### src/rtl/valley_restart_pkg.sv
package valley_restart_pkg;

  // Strobes from the control into the timing datapath.
  typedef struct packed {
    logic startOn;  // an ON pulse begins at this edge
    logic endOn;    // the ON pulse ends at this edge
  } ctrlStrobe_t;

endpackage

### src/rtl/valley_restart_satcnt.sv
// Saturating up-counter with synchronous clear. done is high in the
// LIMIT-th cycle counted from the clear.
module valley_restart_satcnt #(
  parameter int LIMIT      = 800,
  parameter bit RESET_DONE = 1'b1
) (
  input  logic clk,
  input  logic rstN,
  input  logic clear,
  input  logic enable,
  output logic done
);
  localparam int CW = $clog2(LIMIT + 1);
  localparam logic [CW-1:0] LAST = CW'(LIMIT - 1);
  localparam logic [CW-1:0] INIT = RESET_DONE ? LAST : '0;

  logic [CW-1:0] count;

  always_ff @(posedge clk or negedge rstN) begin
    if (!rstN)                     count <= INIT;
    else if (clear)                count <= '0;
    else if (enable && count != LAST) count <= count + 1'b1;
  end

  assign done = (count == LAST);
endmodule

### src/rtl/valley_restart_timing.sv
// Datapath: input synchronizers, valley edge detect and the four timers.
module valley_restart_timing
  import valley_restart_pkg::*;
#(
  parameter int BLANK_CYC   = 300,
  parameter int MINPER_CYC  = 800,
  parameter int TIMEOUT_CYC = 800,
  parameter int MAXON_CYC   = 600,
  parameter int SYNC_STAGES = 2
) (
  input  logic        clk,
  input  logic        rstN,
  input  logic        demagIn,
  input  logic        peakIn,
  input  logic        gateOn,
  input  ctrlStrobe_t strobe,
  output logic        demagEdge,
  output logic        peakSync,
  output logic        blankDone,
  output logic        minDone,
  output logic        toDone,
  output logic        onLimit
);
  logic [SYNC_STAGES-1:0] demagSh, peakSh;
  logic demagPrev;

  always_ff @(posedge clk or negedge rstN) begin
    if (!rstN) begin
      demagSh   <= '0;
      peakSh    <= '0;
      demagPrev <= 1'b0;
    end else begin
      demagSh   <= {demagSh[SYNC_STAGES-2:0], demagIn};
      peakSh    <= {peakSh[SYNC_STAGES-2:0], peakIn};
      demagPrev <= demagSh[SYNC_STAGES-1];
    end
  end

  assign demagEdge = demagSh[SYNC_STAGES-1] & ~demagPrev;
  assign peakSync  = peakSh[SYNC_STAGES-1];

  // Leakage blanking, counted from turn-off.
  valley_restart_satcnt #(.LIMIT(BLANK_CYC), .RESET_DONE(1'b1)) blankTimer (
    .clk(clk), .rstN(rstN), .clear(strobe.endOn), .enable(1'b1), .done(blankDone));

  // Minimum switching period, counted from turn-on.
  valley_restart_satcnt #(.LIMIT(MINPER_CYC), .RESET_DONE(1'b1)) periodTimer (
    .clk(clk), .rstN(rstN), .clear(strobe.startOn), .enable(1'b1), .done(minDone));

  // No-ringing watchdog, re-armed at turn-off and by every ringing edge.
  valley_restart_satcnt #(.LIMIT(TIMEOUT_CYC), .RESET_DONE(1'b1)) ringTimer (
    .clk(clk), .rstN(rstN), .clear(strobe.endOn | demagEdge), .enable(1'b1), .done(toDone));

  // ON-time safety limit, counted only while the gate is driven.
  valley_restart_satcnt #(.LIMIT(MAXON_CYC), .RESET_DONE(1'b0)) onTimer (
    .clk(clk), .rstN(rstN), .clear(strobe.startOn), .enable(gateOn), .done(onLimit));


  edge_rearms_timeout_chk: assert property (@(posedge clk) disable iff (!rstN)
    $past(demagEdge) |-> !toDone)
    else $error("timeout expired right after a ringing edge");
endmodule

### src/rtl/valley_restart_ctrl.sv
// Control: the restart latch that owns the gate enable.
module valley_restart_ctrl
  import valley_restart_pkg::*;
(
  input  logic        clk,
  input  logic        rstN,
  input  logic        skipHold,
  input  logic        demagEdge,
  input  logic        peakSync,
  input  logic        blankDone,
  input  logic        minDone,
  input  logic        toDone,
  input  logic        onLimit,
  output logic        gateOn,
  output ctrlStrobe_t strobe
);
  logic restartOk, stopOn;

  assign restartOk = !gateOn && !skipHold && blankDone && minDone && (demagEdge || toDone);
  assign stopOn    = gateOn && (peakSync || onLimit);

  always_comb begin
    strobe.startOn = restartOk;
    strobe.endOn   = stopOn;
  end

  always_ff @(posedge clk or negedge rstN) begin
    if (!rstN)          gateOn <= 1'b0;
    else if (restartOk) gateOn <= 1'b1;
    else if (stopOn)    gateOn <= 1'b0;
  end


  rise_after_blank_chk: assert property (@(posedge clk) disable iff (!rstN)
    $rose(gateOn) |-> $past(blankDone))
    else $error("restart inside blanking window");


  rise_after_period_chk: assert property (@(posedge clk) disable iff (!rstN)
    $rose(gateOn) |-> $past(minDone))
    else $error("restart before minimum period");


  rise_without_skip_chk: assert property (@(posedge clk) disable iff (!rstN)
    $rose(gateOn) |-> !$past(skipHold))
    else $error("restart during skip hold");


  rise_has_trigger_chk: assert property (@(posedge clk) disable iff (!rstN)
    $rose(gateOn) |-> $past(demagEdge || toDone))
    else $error("restart without valley or timeout");


  fall_has_cause_chk: assert property (@(posedge clk) disable iff (!rstN)
    $fell(gateOn) |-> $past(peakSync || onLimit))
    else $error("gate dropped without cause");
endmodule

### src/rtl/valley_restart.sv
// Thin top: wires the timing datapath to the restart control.
module valley_restart
  import valley_restart_pkg::*;
#(
  parameter int BLANK_CYC   = 300,
  parameter int MINPER_CYC  = 800,
  parameter int TIMEOUT_CYC = 800,
  parameter int MAXON_CYC   = 600
) (
  input  logic clk,
  input  logic rstN,
  input  logic demagIn,
  input  logic peakIn,
  input  logic skipHold,
  output logic gateOn
);
  localparam int SYNC_STAGES = 2;

  ctrlStrobe_t strobe;
  logic demagEdge, peakSync, blankDone, minDone, toDone, onLimit;

  valley_restart_timing #(
    .BLANK_CYC(BLANK_CYC), .MINPER_CYC(MINPER_CYC), .TIMEOUT_CYC(TIMEOUT_CYC),
    .MAXON_CYC(MAXON_CYC), .SYNC_STAGES(SYNC_STAGES)
  ) timing (
    .clk(clk), .rstN(rstN), .demagIn(demagIn), .peakIn(peakIn), .gateOn(gateOn),
    .strobe(strobe), .demagEdge(demagEdge), .peakSync(peakSync), .blankDone(blankDone),
    .minDone(minDone), .toDone(toDone), .onLimit(onLimit));

  valley_restart_ctrl ctrl (
    .clk(clk), .rstN(rstN), .skipHold(skipHold), .demagEdge(demagEdge),
    .peakSync(peakSync), .blankDone(blankDone), .minDone(minDone), .toDone(toDone),
    .onLimit(onLimit), .gateOn(gateOn), .strobe(strobe));
endmodule

### config.mk
export PLATFORM = sky130hd
export DESIGN_NAME = valley_restart
export DESIGN_NICKNAME = d
export VERILOG_FILES = /design/src/rtl/valley_restart_pkg.sv /design/src/rtl/valley_restart_satcnt.sv /design/src/rtl/valley_restart_timing.sv /design/src/rtl/valley_restart_ctrl.sv /design/src/rtl/valley_restart.sv
export SDC_FILE = /design/constraint.sdc
export NUM_CORES = 1
export LEC_CHECK = 0
export ABC_AREA = 1
export BUFFER_PORTS_ARGS = -buffer_cell sky130_fd_sc_hd__buf_4
export CORE_MARGIN = 1
export CORE_UTILIZATION = 45
export DETAILED_ROUTE_END_ITERATION = 6
export PLACE_DENSITY = 0.58
export SLEW_MARGIN = 20
export SYNTH_ARGS = -nofsm -noshare
export SYNTH_HDL_FRONTEND = slang
export SYNTH_SLANG_ARGS = --single-unit
### constraint.sdc
create_clock -name clk -period 3.55 [get_ports clk]
set_clock_uncertainty 0.05 [all_clocks]
set_input_delay 0.71 -clock clk [delete_from_list [all_inputs] [get_ports clk]]
set_output_delay 0.71 -clock clk [all_outputs]
set_load 0.05 [all_outputs]
* Word level (Yosys, flattened, before mapping)
Cells that the tools add are included.
Word-level totals: memories 0, output and inout port bits 1, memory bits (read-only) 0, memory bits (writable) 0, latch bits 0, logic and storage cells 48, flip-flop bits (word level) 45
Operators by class: reductions and logical operators 15, bitwise operators 3, add/sub/neg operators 4, divide/modulo/power cells 0, $lt $le $gt $ge 0, multipliers 0, eq/ne operators 8, shift-type cells 0, mux-type cells 10
Operators with widths (count):
- two-way mux 10 bit | 6
- adder 10 x 1 -> 10 bit (second input constant) | 3
- equality test 10 bit (second input constant) | 3
- != test 10 bit (second input constant) | 3
- two-way mux 9 bit | 2
- nonzero test 2 bit | 5
- adder 9 x 1 -> 9 bit (second input constant) | 1
- equality test 9 bit (second input constant) | 1
- != test 9 bit (second input constant) | 1
- logical AND 1 bit | 6
- zero test 1 bit | 2
- logical OR 1 bit | 2
- two-way mux 1 bit | 2
- AND 1 bit | 1
- inverter 1 bit | 1
- bitwise OR 1 bit | 1

* Depth between registers and ports, before layout
Gate-level depths: netlist of run 1.
depth in word-level cells 6, depth in mapped cells 10, gate-level depth less buffers 10

* By module
From an unflattened synthesis of run 1, not the netlist that was laid out.
Second synthesis, totals: cell total of the unflattened synthesis 406, area total of the unflattened synthesis 2945.3 um^2
By module, submodules not included:
- valley_restart_satcnt (timing.periodTimer ...) | area each 698.2 um^2, cells each 91, times used 2, seq. area each 259.0 um^2
- valley_restart_satcnt (timing.onTimer) | area each 676.9 um^2, cells each 103, times used 1, seq. area each 250.2 um^2
- valley_restart_satcnt (timing.blankTimer) | area each 624.3 um^2, cells each 94, times used 1, seq. area each 231.5 um^2
- valley_restart_timing | area each 150.1 um^2, cells each 11, times used 1, seq. area each 125.1 um^2
- valley_restart_ctrl | area each 97.6 um^2, cells each 16, times used 1, seq. area each 25.0 um^2

* Worst setup path before layout of run 1
Ideal clock, no wire load.
kind reg2reg, from reg timing.blankTimer.count[0], to reg timing.onTimer.count[0], period minus slack after synthesis 1567 ps, slack 1983 ps, stages on the path, launching flop included 9, data arrival time 1399 ps, path through dfstp_2 -> ha_1 -> nand2_1 -> nor2_1 -> nand3_1 -> nor2_4 -> nand2_4 -> inv_4 -> nor2_1
Between the ends: word-level cells in the longest chain between the ends 5, elaborated cells between the ends (all ways) 6, classes of those cells eq/ne: 1; mux: 1; reduce/logical: 4
RTL lines:
- start, declared | RTL line valley_restart_satcnt.sv:17 | logic [CW-1:0] count;
- start signal, assigned | RTL line valley_restart_satcnt.sv:22 | else if (enable && count != LAST) count <= count + 1'b1;
- equality test 9 bit * | RTL line valley_restart_satcnt.sv:25 | assign done = (count == LAST);
- logical AND 1 bit * (3 in series) | RTL line valley_restart_ctrl.sv:19 | assign restartOk = !gateOn && !skipHold && blankDone && minDone && (demagEdge || toDone);
- two-way mux 10 bit or nonzero test 2 bit (tied branches)
- end signal, assigned | RTL line valley_restart_satcnt.sv:22
- end, declared | RTL line valley_restart_satcnt.sv:17
Every way passes the cells marked *; elsewhere a longest branch is shown, timed or not. A chain may end at the register's enable or synchronous reset.

* Worst setup path in the final report of run 1
from reg ctrl.gateOn, to out gateOn
RTL lines:
- start, declared | RTL line valley_restart_ctrl.sv:14 | output logic gateOn,
- start signal, assigned | RTL line valley_restart_ctrl.sv:28 | if (!rstN) gateOn <= 1'b0;
- start signal, assigned | RTL line valley_restart_ctrl.sv:29 | else if (restartOk) gateOn <= 1'b1;
- start signal, assigned | RTL line valley_restart_ctrl.sv:30 | else if (stopOn) gateOn <= 1'b0;
- end, declared | RTL line valley_restart.sv:15 | output logic gateOn
No word-level cell between the ends.

==> results of run 1 <==
cells by family (layout without fill, tap and decap cells):
| logic type | Yosys count | after routing | synth area share [%] |
|---|---|---|---|
| compound gates | 23 | 23 | 6.069 |
| flops | 45 | 45 | 47.67 |
| simple gates | 158 | 158 | 30.81 |
| xor+xnor | 15 | 15 | 5.446 |
| buf+inv | 50 | 62 | 7.936 |
| fa+ha+maj | 4 | 4 | 2.075 |
layer usage:
layer  global-route usage [%]  routed length, µm  vias to the layer above
met2                    26.73               1862                       11
met1                    22.34               2134                      820
met4                    8.025                 74                        0
li1                         -                  -                      940
met3                    3.347                 96                        5
met5                        0                  0                        -
through the flow:
step / worst slack [ns] / instances / total power [W] / instance area, µm² / util [%]
after global routing: 1.498 / 377 / 0.001706 / 2670 / 51.95
final: 1.555 / 377 / 0.001590 / 2670 / 51.95
after floorplan: 1.983 / 295 / 0.001047 / 2412 / -
after global placement: 1.776 / 369 / 0.001132 / 2532 / 49.27
after detailed placement: 1.771 / 369 / 0.001136 / 2532 / 49.27
after CTS: 1.539 / 377 / 0.001612 / 2670 / 51.95
power by group through the flow:
stage | combinational, W | sequential [W] | clock (W)
5_1_grt | 0.000417 | 0.000787 | 0.000502
6_report | 0.000355 | 0.000767 | 0.000467
3_5_place_dp | 0.000360 | 0.000776 | 0
4_1_cts | 0.000361 | 0.000769 | 0.000482
2_1_floorplan | 0.000295 | 0.000752 | 0
3_3_place_gp | 0.000357 | 0.000775 | 0
cell type report:
class                   count  area [µm²]  share of cell area, %
flip-flops and latches     45        1150                  43.06
multi-input cells         200        1071                  40.11
inverters                  49       186.4                  6.982
well taps                  70       87.58                  3.280
clock buffers               5       68.82                  2.577
clock inverters             3       68.82                  2.577
repair buffers              5       37.54                  1.406
flip-flops by register name, indices dropped and copies added (netlist names):
| register | flops |
|---|---|
| timing.onTimer.count | 10 |
| timing.peakSh | 2 |
| timing.blankTimer.count | 9 |
| ctrl.gateOn | 1 |
| timing.periodTimer.count | 10 |
| timing.demagSh | 2 |
| timing.ringTimer.count | 10 |
| timing.demagPrev | 1 |
cell usage in the layout, fill, tap and decap left out, drive strengths merged:
cell / n
nand4: 6
nand3b: 1
a31o: 1
nand2: 68
o21bai: 1
ha: 4
dfrtp: 26
xnor2: 3
clkbuf: 5
nor2: 48
a21oi: 7
buf: 5
nand3: 27
inv: 50
bufinv: 2
nor3: 6
o21ai: 13
nor3b: 2
a21o: 1
xor2: 12
dfstp: 19
worst min-delay path by stage:
stage | endpoint | slack (ns) | cells after the start
detailed placement | timing.demagSh[1]$_DFF_PN0_ | 0.29 | 0
finish | timing.demagSh[1]$_DFF_PN0_ | 0.30 | 0
global route | timing.demagSh[1]$_DFF_PN0_ | 0.31 | 0
CTS | timing.demagSh[1]$_DFF_PN0_ | 0.30 | 0
floorplan | timing.demagSh[1]$_DFF_PN0_ | 0.28 | 0
global placement | timing.peakSh[1]$_DFF_PN0_ | 0.28 | 0
==> metrics.md, run 1 <==
| Metric | Value |
|---|---|
| Outcome | `finished clean` |
| Synth area leaders | `dfrtp_1, dfstp_2, nand2_1` |
| Critical Path Start | `ctrl.gateOn$_DFFE_PN0P_` |
| Largest net degree at the start of global routing | `46` |
| Worst path bufs/invs | `1` |
| Hold WS | `0.3014 ns` |
| Sequence of cells on the critical path | `buf_4` |
| Power density over cell area | `595.5 nW/µm²` |
| Clock latency on the worst-skew pair | `0.30 ns` |
| Final WL | `4168 µm` |
| Io pins | `6` |
| Setup TNS | `0 ns` |
| CTS root buf | `clkbuf_8` |
| Critical-path top delay cell | `dfrtp_1` |
| Fin crit share | `56.21%` |
| Core Region | `5140 µm²` |
| R2R setup slack | `1.77 ns` |
| Commonest cells post-synth | `nand2_1, inv_1, nor2_1` |
| Crit path required time | `2.79 ns` |
| Grt total ovfl | `0` |
| Num CTS Buffers | `5` |
| Yosys top cell area share | `26.97%` |
| Net total in the final layout | `315` |
| DRC Markers | `0` |
| Post-CTS setup buffer count | `0` |
| Number of cells on the critical path | `1` |
| Sequential cell fraction of total power | `48.3%` |
| Leak | `1.275 nW` |
| Synth Warn # | `0` |
| R2r worst-path depth | `8` |
| Yosys cell types | `30` |
| Layout cell share with drive strength beyond 1 | `18.89%` |
| PostCTS Resize Cnt | `0` |
| Average size of a mapped cell | `8.177 µm²` |
| Area added between synthesis and finish | `10.68%` |
| Crit path launch type | `register` |
| Antenna-violating nets left | `0` |
| Crit path time final | `1.995 ns` |
| Sink Count | `45` |
| Hold Crit Class | `reg -> reg` |
| Clock transition at path regs | `0.09 ns` |
| Hold buffer count at CTS | `0` |
| H-tree lvl count | `2` |
| Reg2reg start | `timing.blankTimer.count[0]$_DFFE_PN1P_` |
| Crit-path max FO | `11` |
| R2R Path End | `timing.onTimer.count[0]$_DFFE_PN0P_` |
| CTS tree | `done` |
| Hpwl dp | `3016 µm` |
| Die Y | `75.22 µm` |
| HP Start | `timing.demagSh[0]$_DFF_PN0_` |
| Mapped Cells | `295` |
| Worst slew margin | `63.65%` |
| IR drop worst, VDD | `0.0002753 V` |
| FFs w/ async S/R, synth | `100.0%` |
| Post-synthesis sequential area ratio | `47.67%` |
| Critical path's top delay family | `flip-flops` |
| Die area | `5657 µm²` |
| Max Freq | `501.2 MHz` |
| Synth Flop Type | `dfrtp_1` |
| Initial Util | `46.93%` |
| Crit path capture | `gateOn` |
| Fin. Hold Viols | `0` |
| RSZ-0062 raised after global routing | `false` |
| Routability Congestion | `0.8531` |
| Combinational share of power | `22.3%` |
| Psw | `0.0004894 W` |
| WS Path Type | `reg -> out` |
| Initial antenna violation count | `0` |
| Top-count cell post-synth | `nand2_1` |
| Vias in the first global route | `1,643` |
| Max cap viols | `0` |
| Yosys reg bits | `45` |
| Endpoint type of the worst setup path | `output pin` |
| Drt wl/cell | `11.06 µm` |
| Syn Nets | `304` |
| Arrival time worst endpoint | `1.24 ns` |
| CP max stage delay | `0.64 ns` |
| ANT cells | `0` |
| First-pass GRT wire length | `7148 µm` |
| Filler instances | `530` |
| Synthesized area | `2412 µm²` |
| Final setup viols | `0` |
| Post-synth EDFFs | `0` |
| All-Layer GR Usage | `16.89%` |
| Worst slew pin tran | `0.5452 ns` |
| Vias | `1,776` |
| DR vias/cell | `4.711` |
| Pint | `0.001101 W` |
| Buffers on Ports | `5` |
| Area leader, netlist | `dfrtp_1` |
| Detailed Route Iter0 Violations | `74` |
| Switching Fraction | `30.78%` |
| Die width | `75.22 µm` |
| Worst-case clock buffer depth | `2` |
| Drt first pass iters | `4` |
| Clk pwr share | `29.4%` |
| Rows | `26` |
| Pins over their slew limit | `0` |
Power figures use the tool's default switching activity.
==> inputs of run 2 (changes only) <==
--- a/config.mk
+++ b/config.mk
@@ -10,7 +10,7 @@
 export CORE_MARGIN = 1
 export CORE_UTILIZATION = 45
 export DETAILED_ROUTE_END_ITERATION = 6
-export PLACE_DENSITY = 0.58
+export PLACE_DENSITY = 0.6
 export SLEW_MARGIN = 20
 export SYNTH_ARGS = -nofsm -noshare
 export SYNTH_HDL_FRONTEND = slang
==> constraint.sdc (replaced) <==
create_clock -name clk -period 1.7 [get_ports clk]
set_clock_uncertainty 0.05 [all_clocks]
set_input_delay 0.34 -clock clk [delete_from_list [all_inputs] [get_ports clk]]
set_output_delay 0.34 -clock clk [all_outputs]
set_load 0.05 [all_outputs]
==> run 2 against run 1 <==
The flow now finishes with violations (hold timing). Count of clock-buffer cells in the layout up 2. Sequential power up 110%. Global-route usage up 0.70 points. Clock power up 37%. Sequential cell count unchanged. Cell count up 3.4%. Power up 97%. Setup slack worse by 1.5 ns. Critical path type is now reg -> reg. Highest routed layer unchanged.
==> metrics.md, run 2 (synthesized netlist as in run 1, its figures left out) <==
| Metric | Value |
|---|---|
| Detailed Route Iter0 Violations | `74 (unchanged)` |
| R2R Path End | `timing.onTimer.count[3]$_DFFE_PN0P_ (was timing.onTimer.count[0]$_DFFE_PN0P_)` |
| Worst slew margin | `63.43% (was 63.65%)` |
| Final WL | `4300 µm (was 4168 µm)` |
| Antenna-violating nets left | `0 (unchanged)` |
| Sink Count | `45 (unchanged)` |
| RSZ-0062 raised after global routing | `true (was false)` |
| Io pins | `6 (unchanged)` |
| Endpoint type of the worst setup path | `register (was output pin)` |
| CTS tree | `done (unchanged)` |
| Arrival time worst endpoint | `1.77 ns (was 1.24 ns)` |
| All-Layer GR Usage | `17.59% (was 16.89%)` |
| First-pass GRT wire length | `7410 µm (was 7148 µm)` |
| Vias in the first global route | `1,732 (was 1,643)` |
| Drt first pass iters | `4 (unchanged)` |
| Initial antenna violation count | `0 (unchanged)` |
| Clock transition at path regs | `0.08 ns (was 0.09 ns)` |
| Core Region | `5140 µm² (unchanged)` |
| Final setup viols | `0 (unchanged)` |
| Hold Crit Class | `in -> async (was reg -> reg)` |
| Final Worst Setup Slack | `0.06900 ns (was 1.555 ns)` |
| Hold buffer count at CTS | `0 (unchanged)` |
| Worst slew pin tran | `0.5485 ns (was 0.5452 ns)` |
| Fin crit share | `95.94%` |
| Vias | `1,865 (was 1,776)` |
| Buffers on Ports | `5 (unchanged)` |
| Clock latency on the worst-skew pair | `0.30 ns (about the same)` |
| Layout cell share with drive strength beyond 1 | `25.00% (was 18.89%)` |
| Worst-case clock buffer depth | `2 (unchanged)` |
| Grt total ovfl | `0 (unchanged)` |
| Rows | `26 (unchanged)` |
| DR vias/cell | `4.782 (was 4.711)` |
| Commonest non-fill, non-tap cell in the layout | `nand2_1 (unchanged)` |
| Crit path required time | `1.84 ns (was 2.79 ns)` |
| Post-place setup slack | `-0.0009821 ns (was 1.771 ns)` |
| Max cap viols | `0 (unchanged)` |
| Crit-path max FO | `5 (was 11)` |
| Die Y | `75.22 µm (unchanged)` |
| Pins over their slew limit | `0 (unchanged)` |
| Crit path time final | `1.631 ns` |
| Largest regs | `timing.onTimer.count: 10 flops, timing.periodTimer.count: 10 flops, timing.ringTimer.count: 10 flops (unchanged)` |
| Drt wl/cell | `11.03 µm (was 11.06 µm)` |
| Setup TNS | `0 ns (unchanged)` |
| Initial Util | `46.93% (unchanged)` |
| Hold WS | `-0.01773 ns (was 0.3014 ns)` |
| Leak | `1.310 nW (was 1.275 nW)` |
| Num CTS Buffers | `5 (unchanged)` |
| R2R setup slack | `0.07 ns (was 1.77 ns)` |
| Power density over cell area | `1135 nW/µm² (was 595.5 nW/µm²)` |
| Most frequent cells in the layout | `nand2_1, inv_1, nor2_1 (unchanged)` |
| R2r worst-path depth | `8 (unchanged)` |
| IR drop worst, VDD | `0.0006201 V (was 0.0002753 V)` |
| Failing checks | `hold timing` |
| Reg2reg start | `timing.periodTimer.count[0]$_DFFE_PN1P_ (was timing.blankTimer.count[0]$_DFFE_PN1P_)` |
| WS Path Type | `reg -> reg (was reg -> out)` |
| H-tree lvl count | `2 (unchanged)` |
| Hpwl dp | `3053 µm (was 3016 µm)` |
| Routability Congestion | `0.7819 (was 0.8531)` |
| Outcome | `finished with violations (was finished clean)` |
| Crit path launch type | `register (unchanged)` |
| DRC Markers | `0 (unchanged)` |
| Fin. Hold Viols | `26 (was 0)` |
| Max Freq | `613.1 MHz` |
| CTS root buf | `clkbuf_8 (unchanged)` |
| Largest net degree at the start of global routing | `46 (unchanged)` |
| Die area | `5657 µm² (unchanged)` |
| Die width | `75.22 µm (unchanged)` |
| ANT cells | `0 (unchanged)` |
| Area added between synthesis and finish | `14.57% (was 10.68%)` |
| Net total in the final layout | `328 (was 315)` |
[run 2: cell types whose count changed in the layout (fill, tap and decap cells not counted), sizes merged]
cell | before | now
buf | 5 | 17
bufinv | 2 | 0
clkbuf | 5 | 7
clkinvlp | 0 | 1
inv | 50 | 49
nand2 | 68 | 69
[run 2: area by class of cell]
class	count	area (µm²)
Timing Repair Buffer	17	127.6
Clock buffer	7	76.32
Sequential cell	45	1150
Clock inverter	1	7.507
Tap cell	70	87.58
Fill cell	498	2376
Multi-Input combinational cell	201	1126
Inverter	49	188.9
[run 2: routing by layer]
metal	wire length, µm	share of wire [%]	global-route usage [%]	vias to the layer above
li1	-	-	-	969
met1	2121	49	22.91	861
met2	1975	46	27.93	26
met3	121	2.8	4.150	9
met4	82	1.9	8.025	0
met5	0	0	0	-
[run 2: worst max-delay path by stage]
| stage | from | slack, ns | cells past startpoint | endpoint |
|---|---|---|---|---|
| 2_1_floorplan | timing.blankTimer.count[0]$_DFFE_PN1P_ | 0.13 | 8 | timing.onTimer.count[0]$_DFFE_PN0P_ |
| 3_5_place_dp | timing.periodTimer.count[0]$_DFFE_PN1P_ | -0.001 | 8 | timing.onTimer.count[6]$_DFFE_PN0P_ |
| 3_3_place_gp | timing.periodTimer.count[0]$_DFFE_PN1P_ | 0.07 | 8 | timing.onTimer.count[0]$_DFFE_PN0P_ |
| 6_report | timing.periodTimer.count[0]$_DFFE_PN1P_ | 0.07 | 8 | timing.onTimer.count[3]$_DFFE_PN0P_ |
| 4_1_cts | timing.periodTimer.count[0]$_DFFE_PN1P_ | 0.006 | 8 | timing.onTimer.count[6]$_DFFE_PN0P_ |
| 5_1_grt | timing.periodTimer.count[0]$_DFFE_PN1P_ | -0.02 | 8 | timing.onTimer.count[3]$_DFFE_PN0P_ |
[run 2: through the flow]
step                      power [W]  instances  util [%]  instance area [µm²]
after global routing       0.003388        390     53.77                 2764
final                      0.003138        390     53.77                 2764
after detailed placement   0.002428        377     50.44                 2592
after floorplan            0.002185        295         -                 2412
after CTS                  0.003083        386     52.19                 2683
after global placement     0.002403        377     50.44                 2592
[run 2: what timing repair did]
| item | in CTS | in global routing |
|---|---|---|
| gates cloned | 1 | 0 |
| buffers inserted | 0 | 4 |
| setup endpoints to repair | 2 | 21 |
| endpoints found under the hold margin | 0 | 0 |
| resized for setup | 0 | 14 |
| pin swaps | 1 | 9 |
[run 2: power by group]
part | leakage [nW] | switching [W] | total (W) | internal, W
registers | 0.530 | 0.000192 | 0.00159 | 0.00140
clock network | 0.0385 | 0.000348 | 0.000639 | 0.000291
logic | 0.742 | 0.000517 | 0.000910 | 0.000393
total | 1.31 | 0.00106 | 0.00314 | 0.00208
[run 2: critical path, cell delays in order, from the launching register on]
cell and delay [ns]:
dfstp_2 0.54, ha_1 0.17, nand2_1 0.10, nor2_4 0.15, nand2_4 0.10, nor2_4 0.16
nand2_2 0.13, o21ai_2 0.07, nor2_1 0.05
==> inputs of run 3 (changes only) <==
--- a/config.mk
+++ b/config.mk
@@ -5,12 +5,11 @@
 export SDC_FILE = /design/constraint.sdc
 export NUM_CORES = 1
 export LEC_CHECK = 0
-export ABC_AREA = 1
 export BUFFER_PORTS_ARGS = -buffer_cell sky130_fd_sc_hd__buf_4
 export CORE_MARGIN = 1
 export CORE_UTILIZATION = 45
 export DETAILED_ROUTE_END_ITERATION = 6
-export PLACE_DENSITY = 0.6
+export PLACE_DENSITY = 0.58
 export SLEW_MARGIN = 20
 export SYNTH_ARGS = -nofsm -noshare
 export SYNTH_HDL_FRONTEND = slang
==> constraint.sdc (replaced) <==
create_clock -name clk -period 1.9 [get_ports clk]
set_clock_uncertainty 0.05 [all_clocks]
set_input_delay 0.38 -clock clk [delete_from_list [all_inputs] [get_ports clk]]
set_output_delay 0.38 -clock clk [all_outputs]
set_load 0.05 [all_outputs]
==> run 3 against run 2 <==
The flow now finishes without violations. Cell area decreased by 11%. Clock power decreased by 5.2%. Count of clock-buffer cells in the layout increased by 1. Cell count decreased by 26%. Sequential cell count unchanged. Hold slack improved by 0.019 ns. Critical path depth decreased by 2. Largest cell class unchanged. Largest power group unchanged.
==> metrics.md, run 3 <==
| Metric | Value |
|---|---|
| Outcome | `finished clean (was finished with violations)` |
| ANT cells | `0 (unchanged)` |
| Synth area leaders | `dfrtp_1, dfstp_2, xor2_1 (was dfrtp_1, dfstp_2, nand2_1)` |
| Detailed Route Iter0 Violations | `65 (was 74)` |
| Multi-input logic area | `1012 µm² (was 1126 µm²)` |
| Average size of a mapped cell | `10.67 µm² (was 8.177 µm²)` |
| Io pins | `6 (unchanged)` |
| Fin crit share | `96.00% (was 95.94%)` |
| Largest net degree at the start of global routing | `46 (unchanged)` |
| Endpoint type of the worst setup path | `register (unchanged)` |
| Drt first pass iters | `4 (unchanged)` |
| All-Layer GR Usage | `17.10% (was 17.59%)` |
| Buffers on Ports | `5 (unchanged)` |
| Largest regs | `timing.onTimer.count: 10 flops, timing.periodTimer.count: 10 flops, timing.ringTimer.count: 10 flops (unchanged)` |
| Power density over cell area | `983.7 nW/µm² (was 1135 nW/µm²)` |
| Layout cell share with drive strength beyond 1 | `23.08% (was 25.00%)` |
| Crit-path max FO | `18 (was 5)` |
| Setup TNS | `0 ns (unchanged)` |
| Synth Flop Type | `dfrtp_1 (unchanged)` |
| Post-CTS setup buffer count | `0 (unchanged)` |
| Hold Crit Class | `in -> async (unchanged)` |
| Final WL | `3812 µm (was 4300 µm)` |
| FFs w/ async S/R, synth | `100.0% (unchanged)` |
| Worst slew margin | `63.35% (was 63.43%)` |
| IR drop worst, VDD | `0.0005125 V (was 0.0006201 V)` |
| CTS tree | `done (unchanged)` |
| Fin. Hold Viols | `0 (was 26)` |
| Leak | `1.062 nW (was 1.310 nW)` |
| Post-synth EDFFs | `0 (unchanged)` |
| CTS root buf | `clkbuf_8 (unchanged)` |
| Mapped Cells | `206 (was 295)` |
| Die width | `71.90 µm (was 75.22 µm)` |
| Vias | `1,467 (was 1,865)` |
| Synth Warn # | `0 (unchanged)` |
| First-pass GRT wire length | `6789 µm (was 7410 µm)` |
| Grt total ovfl | `0 (unchanged)` |
| Sink Count | `45 (unchanged)` |
| Drt wl/cell | `13.24 µm (was 11.03 µm)` |
| Routability Congestion | `0.8080 (was 0.7819)` |
| Net total in the final layout | `229 (was 328)` |
| Vias in the first global route | `1,542 (was 1,732)` |
| Post-route cell area | `2457 µm² (was 2764 µm²)` |
| Initial Util | `46.54% (was 46.93%)` |
| PostCTS Resize Cnt | `0 (unchanged)` |
| Die area | `5169 µm² (was 5657 µm²)` |
| Die Y | `71.90 µm (was 75.22 µm)` |
| Syn Nets | `215 (was 304)` |
| Hold buffer count at CTS | `0 (unchanged)` |
| Num CTS Buffers | `5 (unchanged)` |
| Area added between synthesis and finish | `11.78% (was 14.57%)` |
| WS Path Type | `reg -> reg (unchanged)` |
| Fin cells | `288 (was 390)` |
| Reg area | `1150 µm² (unchanged)` |
| Clock transition at path regs | `0.09 ns (was 0.08 ns)` |
| Max cap viols | `0 (unchanged)` |
| Yosys cell types | `41 (was 30)` |
| Post-synthesis sequential area ratio | `52.31% (was 47.67%)` |
| Inst Count DP | `280 (was 377)` |
| Crit path time final | `1.824 ns (was 1.631 ns)` |
| Hold WS | `0.001260 ns (was -0.01773 ns)` |
| RSZ-0062 raised after global routing | `false (was true)` |
| DRC Markers | `0 (unchanged)` |
| Max Freq | `548.2 MHz (was 613.1 MHz)` |
| Yosys top cell area share | `29.60% (was 26.97%)` |
| R2R setup slack | `0.08 ns (was 0.07 ns)` |
| Antenna-violating nets left | `0 (unchanged)` |
| Area leader, netlist | `dfrtp_1 (unchanged)` |
| H-tree lvl count | `2 (unchanged)` |
| Crit path launch type | `register (unchanged)` |
| Rows | `25 (was 26)` |
| Most frequent cells in the layout | `nor2_1, dfrtp_1, dfstp_2 (was nand2_1, inv_1, nor2_1)` |
| DR vias/cell | `5.094 (was 4.782)` |
| Pins over their slew limit | `0 (unchanged)` |
| Core Region | `4723 µm² (was 5140 µm²)` |
| Top-count cell post-synth | `nor2_1 (was nand2_1)` |
| Pwr Total | `0.002417 W (was 0.003138 W)` |
| Commonest cells post-synth | `nor2_1, dfrtp_1, dfstp_2 (was nand2_1, inv_1, nor2_1)` |
| Crit path required time | `2.07 ns (was 1.84 ns)` |
| Commonest non-fill, non-tap cell in the layout | `nor2_1 (was nand2_1)` |
| Worst-case clock buffer depth | `2 (unchanged)` |
| Filler instances | `426 (was 498)` |
| Arrival time worst endpoint | `2.00 ns (was 1.77 ns)` |
| Final setup viols | `0 (unchanged)` |
| Initial antenna violation count | `0 (unchanged)` |
| Synthesized area | `2198 µm² (was 2412 µm²)` |
| Hpwl dp | `2620 µm (was 3053 µm)` |
| Clock latency on the worst-skew pair | `0.30 ns (about the same)` |
| Yosys reg bits | `45 (unchanged)` |
| Worst slew pin tran | `0.5497 ns (was 0.5485 ns)` |
| Placed cell area | `2365 µm² (was 2592 µm²)` |
[run 3: cell count changes in the layout (fill, tap and decap cells not counted), moves of 5 or more]
cell / delta
nand3_1: -12
inv_1: -43
nand2_4: -5
nand2_1: -47
nor2_2: -7
and4_1: +5
o21ai_0: -6
[run 3: power by group]
part / leakage (nW) / internal, W / switching, W / total, W
Combinational: 0.476 / 0.000259 / 0.000246 / 0.000505
Sequential: 0.541 / 0.00115 / 0.000156 / 0.00131
Clock: 0.0455 / 0.000297 / 0.000309 / 0.000606
[run 3: worst paths after layout]
check	from	end	cells after the start
min in group clk	demagIn	timing.demagSh[0]$_DFF_PN0_	1
max in group asynchronous	rstN	timing.periodTimer.count[4]$_DFFE_PN1P_	1
setup reg to reg	timing.ringTimer.count[0]$_DFFE_PN1P_	ctrl.gateOn$_DFFE_PN0P_	6
hold reg to reg	timing.demagSh[0]$_DFF_PN0_	timing.demagSh[1]$_DFF_PN0_	0
hold / removal	rstN	timing.blankTimer.count[2]$_DFFE_PN0P_	1
setup / recovery	timing.ringTimer.count[0]$_DFFE_PN1P_	ctrl.gateOn$_DFFE_PN0P_	6
[run 3: area by class of cell]
class / count / share of cell area [%]
Sequential cell: 45 / 46.79
Inverter: 1 / 0.1527
Tap cell: 67 / 3.411
Clock buffer: 8 / 3.666
Multi-Input combinational cell: 153 / 41.19
Timing Repair Buffer: 14 / 4.786
[run 3: cell families (layout without fill, tap and decap cells)]
kind of cell / count (synthesis) / count (layout) / synth area share, %
flip-flops: 45 / 45 / 52.30
adder cells (fa/ha/maj): 4 / 4 / 2.277
buffers and inverters: 8 / 23 / 3.016
AND/OR/NAND/NOR: 101 / 101 / 24.19
AO/OA/AOI/OAI: 22 / 22 / 7.626
XOR/XNOR: 22 / 22 / 8.765
multiplexers: 4 / 4 / 1.821
[run 3: worst max-delay path: stages, from the launching register on]
cell	delay [ns]
dfstp_2	0.58
ha_4	0.16
and4_1	0.20
and4_1	0.23
o2111a_1	0.26
buf_12	0.16
o21bai_1	0.11
[run 3: metal layers]
metal | global-route usage [%] | up-vias | wire [µm]
met5 | 0 | - | 0
met4 | 7.407 | 0 | 68
met3 | 3.750 | 7 | 85
met2 | 26.73 | 12 | 1784
met1 | 23.14 | 697 | 1874
li1 | - | 751 | -
[run 3: stage by stage]
step,setup WS [ns],utilization [%]
finish,0.07596,52.03
global route,0.01717,52.03
CTS,0.03886,51.97
detailed placement,0.05269,50.07
global placement,0.09415,50.07
floorplan,0.01521,-
